**config.mk**
```make
export PLATFORM = sky130hd
export DESIGN_NAME = agc_gain_limiter
export DESIGN_NICKNAME = d
export VERILOG_FILES = /design/src/rtl/agc_lim_pkg.sv /design/src/rtl/agc_limit_calc.sv /design/src/rtl/agc_gain_map.sv /design/src/rtl/agc_step_ctrl.sv /design/src/rtl/agc_gain_limiter.sv
export SDC_FILE = /design/constraint.sdc
export NUM_CORES = 1
export LEC_CHECK = 0
export BUFFER_PORTS_ARGS = -buffer_cell sky130_fd_sc_hd__buf_2
export CORE_UTILIZATION = 40
export CTS_BUF_LIST = sky130_fd_sc_hd__clkbuf_4
export DETAILED_ROUTE_END_ITERATION = 7
export PLACE_DENSITY_LB_ADDON = 0.2
export RECOVER_POWER = 50
export REMOVE_ABC_BUFFERS = 1
export SYNTH_ARGS = -nofsm -noshare
export SYNTH_HDL_FRONTEND = slang
export SYNTH_HIERARCHICAL = 1
export SYNTH_SLANG_ARGS = --single-unit
```
**constraint.sdc**
```tcl
create_clock -name clk_i -period 4.8 [get_ports clk_i]
set_input_delay 0.24 -clock clk_i [delete_from_list [all_inputs] [get_ports clk_i]]
set_output_delay 0.24 -clock clk_i [all_outputs]
set_load 0.02 [all_outputs]
```
**src/rtl/agc_lim_pkg.sv**
```systemverilog
package agc_lim_pkg;

    localparam int STEP_W = 6;
    localparam logic [STEP_W-1:0] STEP_MIN   = 6'd1;
    localparam logic [STEP_W-1:0] STEP_MAX   = 6'd32;
    localparam logic [STEP_W-1:0] FINE_END   = 6'd25;
    localparam logic [STEP_W-1:0] COARSE_END = 6'd31;

    localparam int FINE_CDB   = 10;
    localparam int COARSE_CDB = 20;
    localparam int LAST_CDB   = 40;
    localparam int TRIM_CDB   = 3;

    typedef enum logic [1:0] {
        GSEL_20DB = 2'd0,
        GSEL_26DB = 2'd1,
        GSEL_32DB = 2'd2,
        GSEL_36DB = 2'd3
    } gsel_e;

    function automatic int base_cdb(input gsel_e sel);
        case (sel)
            GSEL_20DB: return 400;
            GSEL_26DB: return 520;
            GSEL_32DB: return 640;
            default:   return 720;
        endcase
    endfunction

endpackage

```
**src/rtl/agc_limit_calc.sv**
```systemverilog
module agc_limit_calc #(
    parameter int LCW   = 8,
    parameter int PW    = 12,
    parameter int KNEE  = 125,
    parameter int MUL   = 179,
    parameter int SHIFT = 5
) (
    input  logic [LCW-1:0] limit_code_i,
    input  logic           peak_valid_i,
    input  logic [PW-1:0]  peak_mag_i,
    output logic           over_o
);
    localparam int MULW = $clog2(MUL + 1);
    localparam int PRW  = LCW + MULW;

    logic [LCW-1:0] eff_code;
    logic [PRW-1:0] product;
    logic [PRW-1:0] scaled;
    logic [PRW-1:0] peak_ext;

    always_comb begin
        eff_code = (limit_code_i > LCW'(KNEE)) ? LCW'(KNEE) : limit_code_i;
        product  = PRW'(eff_code) * PRW'(MUL);
        scaled   = product >> SHIFT;
        peak_ext = PRW'(peak_mag_i);
        // strict compare, only for a valid sample
        over_o   = peak_valid_i && (peak_ext > scaled);
    end

endmodule

```
**src/rtl/agc_gain_map.sv**
```systemverilog
module agc_gain_map
    import agc_lim_pkg::*;
#(
    parameter int GW = 10
) (
    input  logic [1:0]        sel_i,
    input  logic [STEP_W-1:0] step_i,
    output logic [GW-1:0]     gain_o
);
    logic [STEP_W-1:0] fine_n;
    logic [STEP_W-1:0] coarse_n;
    logic [GW-1:0]     offset;
    logic [GW-1:0]     base;

    always_comb begin
        fine_n   = ((step_i > FINE_END) ? FINE_END : step_i) - STEP_MIN;
        coarse_n = (step_i > FINE_END)
                 ? (((step_i > COARSE_END) ? COARSE_END : step_i) - FINE_END)
                 : '0;
        offset   = GW'(fine_n) * GW'(FINE_CDB)
                 + GW'(coarse_n) * GW'(COARSE_CDB)
                 + ((step_i == STEP_MAX) ? GW'(LAST_CDB) : '0);
        base     = GW'(base_cdb(gsel_e'(sel_i)));
        gain_o   = base + GW'(TRIM_CDB) - offset;
    end

endmodule

```
**src/rtl/agc_step_ctrl.sv**
```systemverilog
module agc_step_ctrl
    import agc_lim_pkg::*;
#(
    parameter int ATK_HOLD = 3,
    parameter int REL_CYC  = 16
) (
    input  logic              clk_i,
    input  logic              rst_ni,
    input  logic [1:0]        gain_sel_i,
    input  logic              bypass_i,
    input  logic              over_i,
    output logic [STEP_W-1:0] step_o,
    output logic [1:0]        sel_o
);
    localparam int ATK_W = (ATK_HOLD < 1) ? 1 : $clog2(ATK_HOLD + 1);
    localparam int REL_W = (REL_CYC < 2) ? 1 : $clog2(REL_CYC);

    typedef struct packed {
        logic [STEP_W-1:0] step;
        logic [ATK_W-1:0]  atk;
        logic [REL_W-1:0]  rel;
        logic [1:0]        sel;
    } ctrl_t;

    ctrl_t st_d, st_q;

    always_comb begin
        st_d     = st_q;
        st_d.sel = gain_sel_i;
        if (bypass_i) begin
            st_d.step = STEP_MIN;
            st_d.atk  = '0;
            st_d.rel  = '0;
        end else if (gain_sel_i != st_q.sel) begin
            st_d.step = STEP_MIN;
            st_d.atk  = '0;
            st_d.rel  = '0;
        end else if (over_i) begin
            st_d.rel = '0;
            if (st_q.atk == '0) begin
                if (st_q.step != STEP_MAX) st_d.step = st_q.step + 1'b1;
                st_d.atk = ATK_W'(ATK_HOLD);
            end else begin
                st_d.atk = st_q.atk - 1'b1;
            end
        end else begin
            if (st_q.atk != '0) st_d.atk = st_q.atk - 1'b1;
            if (st_q.rel == REL_W'(REL_CYC - 1)) begin
                st_d.rel = '0;
                if (st_q.step != STEP_MIN) st_d.step = st_q.step - 1'b1;
            end else begin
                st_d.rel = st_q.rel + 1'b1;
            end
        end
    end

    always_ff @(posedge clk_i or negedge rst_ni) begin
        if (!rst_ni) begin
            st_q <= '{step: STEP_MIN, atk: '0, rel: '0, sel: 2'd0};
        end else begin
            st_q <= st_d;
        end
    end

    assign step_o = st_q.step;
    assign sel_o  = st_q.sel;

    p_step_range_r6: assert property (@(posedge clk_i) disable iff (!rst_ni)
        (st_q.step >= STEP_MIN) && (st_q.step <= STEP_MAX));

    p_bypass_r8: assert property (@(posedge clk_i) disable iff (!rst_ni)
        bypass_i |=> (st_q.step == STEP_MIN));

    p_selchg_r9: assert property (@(posedge clk_i) disable iff (!rst_ni)
        (gain_sel_i != st_q.sel) |=> (st_q.step == STEP_MIN));

    p_single_step_r5: assert property (@(posedge clk_i) disable iff (!rst_ni)
        1'b1 |=> ((st_q.step == $past(st_q.step))
               || (st_q.step == $past(st_q.step) + 6'd1)
               || (st_q.step + 6'd1 == $past(st_q.step))
               || (st_q.step == STEP_MIN)));

    p_hold_blocks_r5: assert property (@(posedge clk_i) disable iff (!rst_ni)
        (over_i && !bypass_i && (gain_sel_i == st_q.sel) && (st_q.atk != '0))
        |=> $stable(st_q.step));

    p_release_quiet_r7: assert property (@(posedge clk_i) disable iff (!rst_ni)
        (!over_i && !bypass_i && (gain_sel_i == st_q.sel)) |=>
        (st_q.step + 6'd1 >= $past(st_q.step)) && (st_q.step <= $past(st_q.step)));

    p_over_no_drop_r10: assert property (@(posedge clk_i) disable iff (!rst_ni)
        (over_i && !bypass_i && (gain_sel_i == st_q.sel)) |=>
        (st_q.step >= $past(st_q.step)));

endmodule

```
**src/rtl/agc_gain_limiter.sv**
```systemverilog
module agc_gain_limiter
    import agc_lim_pkg::*;
#(
    parameter int LCW      = 8,
    parameter int PW       = 12,
    parameter int GW       = 10,
    parameter int KNEE     = 125,
    parameter int MUL      = 179,
    parameter int SHIFT    = 5,
    parameter int ATK_HOLD = 3,
    parameter int REL_CYC  = 16
) (
    input  logic           clk_i,
    input  logic           rst_ni,
    input  logic [1:0]     gain_sel_i,
    input  logic [LCW-1:0] limit_code_i,
    input  logic           peak_valid_i,
    input  logic [PW-1:0]  peak_mag_i,
    input  logic           bypass_i,
    output logic [5:0]     step_o,
    output logic [GW-1:0]  gain_o
);
    logic              over;
    logic [STEP_W-1:0] step_q;
    logic [1:0]        sel_q;

    agc_limit_calc #(
        .LCW(LCW), .PW(PW), .KNEE(KNEE), .MUL(MUL), .SHIFT(SHIFT)
    ) u_limit (
        .limit_code_i (limit_code_i),
        .peak_valid_i (peak_valid_i),
        .peak_mag_i   (peak_mag_i),
        .over_o       (over)
    );

    agc_step_ctrl #(
        .ATK_HOLD(ATK_HOLD), .REL_CYC(REL_CYC)
    ) u_ctrl (
        .clk_i      (clk_i),
        .rst_ni     (rst_ni),
        .gain_sel_i (gain_sel_i),
        .bypass_i   (bypass_i),
        .over_i     (over),
        .step_o     (step_q),
        .sel_o      (sel_q)
    );

    agc_gain_map #(
        .GW(GW)
    ) u_map (
        .sel_i  (sel_q),
        .step_i (step_q),
        .gain_o (gain_o)
    );

    assign step_o = step_q;

    p_gain_falls_r3: assert property (@(posedge clk_i) disable iff (!rst_ni)
        ((step_q == $past(step_q) + 6'd1) && (sel_q == $past(sel_q)))
        |-> (gain_o < $past(gain_o)));

    p_deepest_r3: assert property (@(posedge clk_i) disable iff (!rst_ni)
        (step_q == STEP_MAX) |-> (gain_o < GW'(TRIM_CDB + 321)));

endmodule

```
Yosys cells after proc, flatten, opt, wreduce, memory -nomap -nowiden
Index checks and enable logic that the tools add are counted.

word-level totals
  bits in read-only memories = 0
  bits of input ports = 26
  RAM bits = 0
  latch bits = 0
  word-level logic and storage cells = 54
  memories kept = 0
  register bits = 14
  output and inout port bits = 16

operators by class
  add/sub/neg operators = 10
  equal/unequal tests = 9
  bitwise gates (word level) = 0
  order comparisons = 4
  divide/modulo/power cells = 0
  muxes and demuxes = 16
  shift-type cells = 0
  reduce and logical (&&, ||, !) cells = 8
  multiply operators = 3

operator list
  kind                                                    count
  2-to-1 mux 6 bit                                        8
  2-to-1 mux 12 bit                                       3
  case mux 10 bit (3 select lines)                        1
  adder 10 bit                                            2
  multiplier 8 x 8 -> 16 bit (second input constant)      1
  > comparator 12 x 11 -> 1 bit                           1
  > comparator 6 x 5 -> 1 bit (second input constant)     2
  nonzero test 4 bit                                      3
  subtractor 6 x 1 -> 6 bit (second input constant)       2
  adder 10 x 2 -> 10 bit (second input constant)          1
  subtractor 10 bit                                       1
  multiplier 6 x 3 -> 9 bit (second input constant)       1
  > comparator 8 x 7 -> 1 bit (second input constant)     1
  multiplier 6 x 3 -> 8 bit (second input constant)       1
  2-to-1 mux 8 bit                                        1
  inequality test 4 x 2 -> 1 bit (second input constant)  2
  adder 6 x 1 -> 6 bit (second input constant)            1
  == test 6 bit (second input constant)                   1
  inequality test 6 x 1 -> 1 bit (second input constant)  1
  inequality test 6 bit (second input constant)           1
  subtractor 6 x 5 -> 6 bit (second input constant)       1
  adder 4 x 1 -> 4 bit (second input constant)            1
  == test 4 bit (second input constant)                   1
  logical NOT 2 bit                                       2
  9 further kinds                                         10

Depth between registers and ports, before layout
Gate-level depths: netlist of the first run.

  depth in word-level cells = 8
  gate-level depth with buffers = 28
  mapped depth without buffers = 27

Modules after synthesis
The synthesis of the first run kept the hierarchy.

by module, submodules not included
  module          sequential area each (um^2)  instances  cells each  area an instance (um^2)
  agc_limit_calc  0.0                          1          167         1503.9
  agc_gain_map    0.0                          1          151         1206.2
  agc_step_ctrl   351.6                        1          92          884.6

Least setup slack after synthesis of the first run
OpenSTA, ideal clock, no wires.

  path type = input-to-reg
  start point = input port limit_code_i[6]
  end point = register u_ctrl.st_q, in the netlist u_ctrl/step_o[0]
  arrival time = 6.200 ns
  required time = 4.718 ns
  slack = -1.483 ns
  cell stages on the path = 27
  buffers on the path = 0
  library setup time = 0.082 ns
  cell sequence = and4_1 -> a31oi_1 -> and2_1 -> ha_1 -> inv_1 -> fa_1 -> inv_1 -> fa_1 -> inv_1 -> fa_1 -> inv_1 -> ha_1 -> a21oi_1 -> and2b_4 -> or3_1 -> a311o_1 -> nand3_1 -> ha_1 -> nand4_1 -> o21ai_0 -> nor3_1 -> nand2_1 -> o211a_1 -> or3b_1 -> a211o_1 -> a211o_1 -> mux2_4

between the ends
  word-level cells in the longest chain between the ends = 8
  elaborated cells between the ends (all ways) = 13
  those cells by class = 1 x mul; 2 x order compare; 2 x eq/ne; 4 x mux; 4 x reduce/logical

ends and longest elaborated chain
  element                          line                    RTL
  start: declaration               agc_gain_limiter.sv:16  input logic [LCW-1:0] limit_code_i,
  > comparator 8 x 7 -> 1 bit      agc_limit_calc.sv:22    eff_code = (limit_code_i > LCW'(KNEE)) ? LCW'(KNEE) : limit_code_i;
  2-to-1 mux 8 bit *               agc_limit_calc.sv:22
  multiplier 8 x 8 -> 16 bit *     agc_limit_calc.sv:23    product = PRW'(eff_code) * PRW'(MUL);
  > comparator 12 x 11 -> 1 bit *  agc_limit_calc.sv:27    over_o = peak_valid_i && (peak_ext > scaled);
  logical AND 1 bit *              agc_limit_calc.sv:27
  net over                         agc_gain_limiter.sv:23  logic over;
  2-to-1 mux 12 bit                agc_step_ctrl.sv:38     end else if (over_i) begin
  2-to-1 mux 12 bit                agc_step_ctrl.sv:34     end else if (gain_sel_i != st_q.sel) begin
  2-to-1 mux 12 bit                agc_step_ctrl.sv:30     if (bypass_i) begin
  end signal: assignment           agc_step_ctrl.sv:59     st_q <= '{step: STEP_MIN, atk: '0, rel: '0, sel: 2'd0};
  end signal: assignment           agc_step_ctrl.sv:61     st_q <= st_d;
  end: declaration                 agc_step_ctrl.sv:25     ctrl_t st_d, st_q;

The timed path passes the listed nets; every way through them passes the cells marked *.
A chain may end at the register's enable or synchronous reset.

Final worst setup path of the first run
  start point = input port limit_code_i[3]
  end point = register u_ctrl.st_q, in the netlist u_ctrl/step_o[0]

The elaborated chain is that of the path after synthesis.

==> results_dict.tcl, run 1 <==
set metrics [dict create \
    netlist-cell-type-count 63 \
    status "finished, violations left" \
    mapped_area_um2 3590 \
    detail-route-antenna-nets 0 \
    wl_met2_mm 4.30 \
    hold_ws_ps 102 \
    grt_pass1_wl_mm 13.3 \
    period_minus_slack_ps 6020 \
    worst_setup_hold_path_clk_slew_ps 80 \
    finish.cell_count_without_fillers 621 \
    drt_first_pass_iters 5 \
    vias 3119 \
    cts_inserted_buffers 3 \
    timing.critical_path.arrival_ps 6220 \
    grt_antenna_before_repair 0 \
    fin_worst_skew_ps 0.878 \
    cts_htree_levels 1 \
    leakage_nw 2.48 \
    synth_xor_xnor_area_share 0.0658 \
    initial_core_util 0.412 \
    clk-insertion-delay-late_ps 270 \
    crit_path_max_incr_delay_ps 490 \
    maxCapViolations 0 \
    timing.slew.headroom 0.473 \
    finalInstanceArea_um2 4820 \
    synth.yosys.warnings 6 \
    chipWidth_um 96.8 \
    routedWlPerCell_um 13.4 \
    critPathBufInv 5 \
    critical_path.top_delay_family "adder cells" \
    postSynthCellCount 410 \
    highest_layer "met4" \
    critical_path_peak_fanout 6 \
    setup_violations 13 \
    synth-compound-area-share 0.126 \
    synth_top_cells_by_area "ha_1 32%, fa_1 12%, dfrtp_1 9.0%" \
    crit_path_frequent_cell "fa_1" \
    core_area_um2 8720 \
    max_freq_mhz 166 \
    tns_ps -9580 \
    synthTopCellsByCount "92 x ha_1, 73 x inv_1, 21 x fa_1" \
    detail_route.iter0.violations 107 \
    buffer_ports.inserted 40 \
    dieArea_um2 9370 \
    synth_top_family_by_area "adder cells" \
    synth_sequential_area_ratio 0.0978 \
    final_net_count 653 \
    dpl.hpwl_mm 6.50 \
    power_per_cell_area_nw_per_um2 393 \
    syn_to_final_growth_pct 34.1 \
    largest_voltage_drop_on_the_vdd_net_uv 185 \
    synth.ff_latch_count 14 \
    post-synth-top-area-cell "ha_1" \
    final_layout_size_suffix_gt1_frac 0.357 \
    tritoncts "yes" \
    synth.mux.area_fraction 0.0101 \
    grt_setup_unrepaired "yes" \
    crit_path_start_kind "input pin" \
    synthesized_area_divided_by_synthesized_cell_count_um2 8.77 \
    remaining_drc_errors 0 \
    detail_route.vias_per_cell 5.02 \
    worst_pin_slew_ps 791 \
    grt_util_all_layers 0.166 \
    detail_route.wirelength.met1_mm 3.70 \
    maxSlewViolCount 0 \
    synthArstFlopShare 1.00 \
    grt_start_max_net_pins 15 \
    total_global_routing_overflow 0 \
    finish.utilization 0.553 \
    number_of_endpoints_with_negative_hold_slack_in_the_final_report 0 \
    finalWeightedCongestion 0.892 \
    first_global_vias 2994 \
    slowest_stage "fa_1" \
    wl_mm 8.30 \
    min_path_type "in -> reg" \
    dpl_cell_area_um2 4250 \
    dp_cells 602 \
    synth-simple-area-share 0.161 \
    routed-wl-met3_um 236 \
    ys.flop_type "dfrtp_1" \
    endpoint_kind "flop" \
    final_min_period_over_clock_period 1.25 \
    layout_setup_ws_ps -1220 \
    core.rowCount 34 \
    yosysMostFrequentCell "ha_1" \
    clock-sinks 14 \
    synth_top_area_frac 0.320 \
    cts.path.max_buffers 2 \
    worst_ep_required_time_ps 5000 \
    synth-edff-count 0 \
    post_synth_fa_ha_maj_area_fraction 0.437 \
    boundaryPins 42 \
    clk_root_buffer_cell "clkbuf_4" \
    die_h_um 96.8 \
    number_of_inserted_diodes 0 \
    violated_checks "negative setup slack" \
    timing.setup.critical_path_class "in -> reg" \
]
==> worst paths after layout <==
kind                                               from                           end  slack [ps]  cells after the start
min                                       gain_sel_i[0]     u_ctrl/sel_o[0]$_DFF_PN0_         100                      1
max in group asynchronous                        rst_ni      u_ctrl/st_q[3]$_DFF_PN0_        3740                      2
min reg2reg                    u_ctrl/st_q[2]$_DFF_PN0_      u_ctrl/st_q[2]$_DFF_PN0_         500                      1
max                                     limit_code_i[3]  u_ctrl/step_o[0]$_DFFE_PN1P_       -1220                     28
min in group asynchronous                        rst_ni     u_ctrl/sel_o[0]$_DFF_PN0_         570                      2
max reg2reg                u_ctrl/step_o[0]$_DFFE_PN1P_  u_ctrl/step_o[0]$_DFFE_PN1P_        2560                      6
==> stage by stage <==
stage | setup WS [ps] | power [mW]
3_5_place_dp | -1780 | 1.50
3_3_place_gp | -1640 | 1.47
5_1_grt | -1470 | 2.08
2_1_floorplan | -1600 | 1.07
4_1_cts | -1150 | 1.68
6_report | -1220 | 1.89
==> cell usage in the layout (no fill, tap or decap), drive strengths merged, types with 2 or more instances in the layout <==
master and n:
nor4 3, inv 73, o21ai 7, clkbuf 6
nand3 11, o21bai 3, or2 8, a221oi 2
xor2 9, a211o 2, and2b 2, buf 102
mux2 2, dfrtp 13, a21oi 19, fa 21
nand2b 5, and2 4, o22ai 3, nor3 8
a31oi 3, a22oi 2, o31a 2, xnor2 18
o21a 2, nor2 17, a21o 7, nand2 15
o221ai 3, nor2b 6, nand4 6, or3 7
ha 92, conb 9
==> cell type report <==
| class | instances | area, µm² |
|---|---|---|
| inverter | 73 | 274 |
| tap | 108 | 135 |
| multi-input combinational | 316 | 3290 |
| clock inverter | 1 | 3.75 |
| sequential | 14 | 352 |
| fill | 762 | 3900 |
| clock buffer | 3 | 22.5 |
| timing repair buffer | 106 | 749 |
==> layer usage <==
layer	GRT usage	up-vias
li1	-	1586
met1	0.220	1463
met2	0.304	62
met3	0.00578	8
met4	0.0253	0
met5	0	-
==> power breakdown <==
| group | switching [mW] | total (mW) | internal, mW |
|---|---|---|---|
| sequential | 0.00629 | 0.131 | 0.124 |
| clock | 0.0350 | 0.0651 | 0.0301 |
| combinational | 0.836 | 1.70 | 0.862 |
| total | 0.877 | 1.89 | 1.02 |
==> flip-flops by register name, summed over array words and instances (netlist names) <==
register	flops
u_ctrl/step_o	6
u_ctrl/st_q	6
u_ctrl/sel_o	2
==> timing repair <==
action | CTS | global route
hold buffers | 1 | 0
hold endpoints to repair | 13 | 0
setup endpoints to repair | 15 | 15
pin swaps | 31 | 22
resized for setup | 34 | 47
buffers inserted | 4 | 10
==> cell families after synthesis <==
group	after synthesis
compound gates	63
xor+xnor	27
fa+ha+maj	113
buf+inv	85
flops	14
mux	3
other cells	4
simple gates	101
(Power assumes the default switching activity.)
==> inputs of run 2 (changes only) <==
Settings changed: SKIP_CTS_REPAIR_TIMING from default to 1.
==> run 2 against run 1 <==
- the run still ends with negative setup slack left
- combinational power barely moved
- non-clock buffer count is the same
- sequential share of layout area is 0.051 points lower
- first-iteration DRC count down 29%
- critical path type unchanged
- highest routed layer unchanged
==> results_dict.tcl, run 2 (synthesis gave the netlist of run 1 again) <==
set metrics [dict create \
    clk_root_buffer_cell "clkbuf_4" \
    vias 3143 \
    violated_checks "negative setup slack" \
    detail-route-antenna-nets 0 \
    final_net_count 653 \
    syn_to_final_growth_pct 35.1 \
    detail_route.iter0.violations 76 \
    grt_setup_unrepaired "yes" \
    endpoint_kind "flop" \
    fin_worst_skew_ps 2.67 \
    crit_path_frequent_cell "fa_1" \
    dpl.hpwl_mm 6.50 \
    wl_mm 8.39 \
    r2r-start "u_ctrl/step_o[1]$_DFFE_PN0P_" \
    grt_start_max_net_pins 15 \
    number_of_endpoints_with_negative_hold_slack_in_the_final_report 0 \
    power_per_cell_area_nw_per_um2 386 \
    core.rowCount 34 \
    setup_violations 13 \
    layout_setup_ws_ps -1210 \
    finalWeightedCongestion 0.892 \
    finish.utilization 0.557 \
    mostFrequentLayoutCells "78 x ha_1, 65 x inv_1, 62 x buf_4" \
    finish.cell_count_without_fillers 621 \
    timing.slew.headroom 0.481 \
    min_path_type "in -> reg" \
    worst_hold_path_ep "u_ctrl/sel_o[0]$_DFF_PN0_" \
    worst_pin_slew_ps 778 \
    tns_ps -10070 \
    chipWidth_um 96.8 \
    number_of_inserted_diodes 0 \
    leakage_nw 2.47 \
    largest_voltage_drop_on_the_vdd_net_uv 200 \
    die_h_um 96.8 \
    cts.path.max_buffers 2 \
    total_global_routing_overflow 0 \
    clock-sinks 14 \
    dp_cells 602 \
    endpoint_of_the_lowest_slack_register_to_register_path "u_ctrl/step_o[0]$_DFFE_PN1P_" \
    drt_first_pass_iters 4 \
    critical_path_peak_fanout 6 \
    grt_pass1_wl_mm 12.7 \
    maxCapViolations 0 \
    tritoncts "yes" \
    routedWlPerCell_um 13.5 \
    buffer_ports.inserted 40 \
    worst_ep_required_time_ps 5010 \
    core_area_um2 8720 \
    boundaryPins 42 \
    slowest_stage "fa_1" \
    maxSlewViolCount 0 \
    worst_setup_hold_path_clk_slew_ps 80 \
    grt_util_all_layers 0.159 \
    crit_path_start_kind "input pin" \
    timing.setup.critical_path_class "in -> reg" \
    dieArea_um2 9370 \
    min-delay-start "gain_sel_i[0]" \
    detail_route.vias_per_cell 5.06 \
    initial_core_util 0.412 \
    cts_htree_levels 1 \
    timing.critical_path.arrival_ps 6220 \
    clk-insertion-delay-late_ps 270 \
    grt_antenna_before_repair 0 \
    final_min_period_over_clock_period 1.25 \
    first_global_vias 2868 \
    timing.hold.worst_path_depth 1 \
    crit_path_max_incr_delay_ps 490 \
    dpl_cell_area_um2 4250 \
    timing.reg2reg.worst_path_depth 8 \
    layout_commonest_cell "ha_1" \
    reg2reg_setup_slack_ps 2470 \
    dp_slack_ps -1780 \
    finalInstanceArea_um2 4860 \
    status "finished, violations left" \
    max_freq_mhz 166 \
    cts_inserted_buffers 3 \
    remaining_drc_errors 0 \
    final_layout_size_suffix_gt1_frac 0.370 \
    period_minus_slack_ps 6010 \
]
## run 2: final cells by class
type                    count  area, µm²
clock buffers               3       22.5
clock inverters             1       3.75
fillers                   753       3860
inverters                  73        274
multi-input cells         316       3320
flip-flops and latches     14        352
well taps                 108        135
repair buffers            106        749
## run 2: worst max-delay path by stage
stage,start,to,slack [ps],cells after the start
floorplan,limit_code_i[6],u_ctrl/step_o[0]$_DFFE_PN1P_,-1600,27
global placement,limit_code_i[6],u_ctrl/step_o[0]$_DFFE_PN1P_,-1640,28
detailed placement,limit_code_i[6],u_ctrl/step_o[0]$_DFFE_PN1P_,-1780,28
CTS,limit_code_i[6],u_ctrl/step_o[0]$_DFFE_PN1P_,-1500,28
global route,limit_code_i[3],u_ctrl/step_o[0]$_DFFE_PN1P_,-1490,29
finish,limit_code_i[3],u_ctrl/step_o[0]$_DFFE_PN1P_,-1210,28
## run 2: report_power, final
group	internal, mW	switching (mW)
combinational	0.847	0.830
sequential	0.124	0.00638
clock	0.0301	0.0364
## run 2: per-layer routing
| metal | GRT usage | part of all wire | wire, µm | up-vias |
|---|---|---|---|---|
| li1 | - | - | - | 1593 |
| met1 | 0.219 | 0.45 | 3760 | 1490 |
| met2 | 0.283 | 0.52 | 4400 | 54 |
| met3 | 0.00434 | 0.020 | 171 | 6 |
| met4 | 0.0172 | 0.0061 | 51 | 0 |
| met5 | 0 | 0 | 0 | - |
## run 2: metrics by stage
step | power, mW | hold WS, ps
global route | 2.06 | 99.9
CTS | 1.57 | -149
detailed placement | 1.50 | 152
floorplan | 1.07 | -55.6
finish | 1.87 | 97.6
global placement | 1.47 | 148
## run 2: critical path: cells and delay by family
kind	cells	cell delay (ps)
xor+xnor	1	150
fa+ha+maj	6	2350
compound gates	8	1710
simple gates	7	1250
mux	1	260
buf+inv	5	250
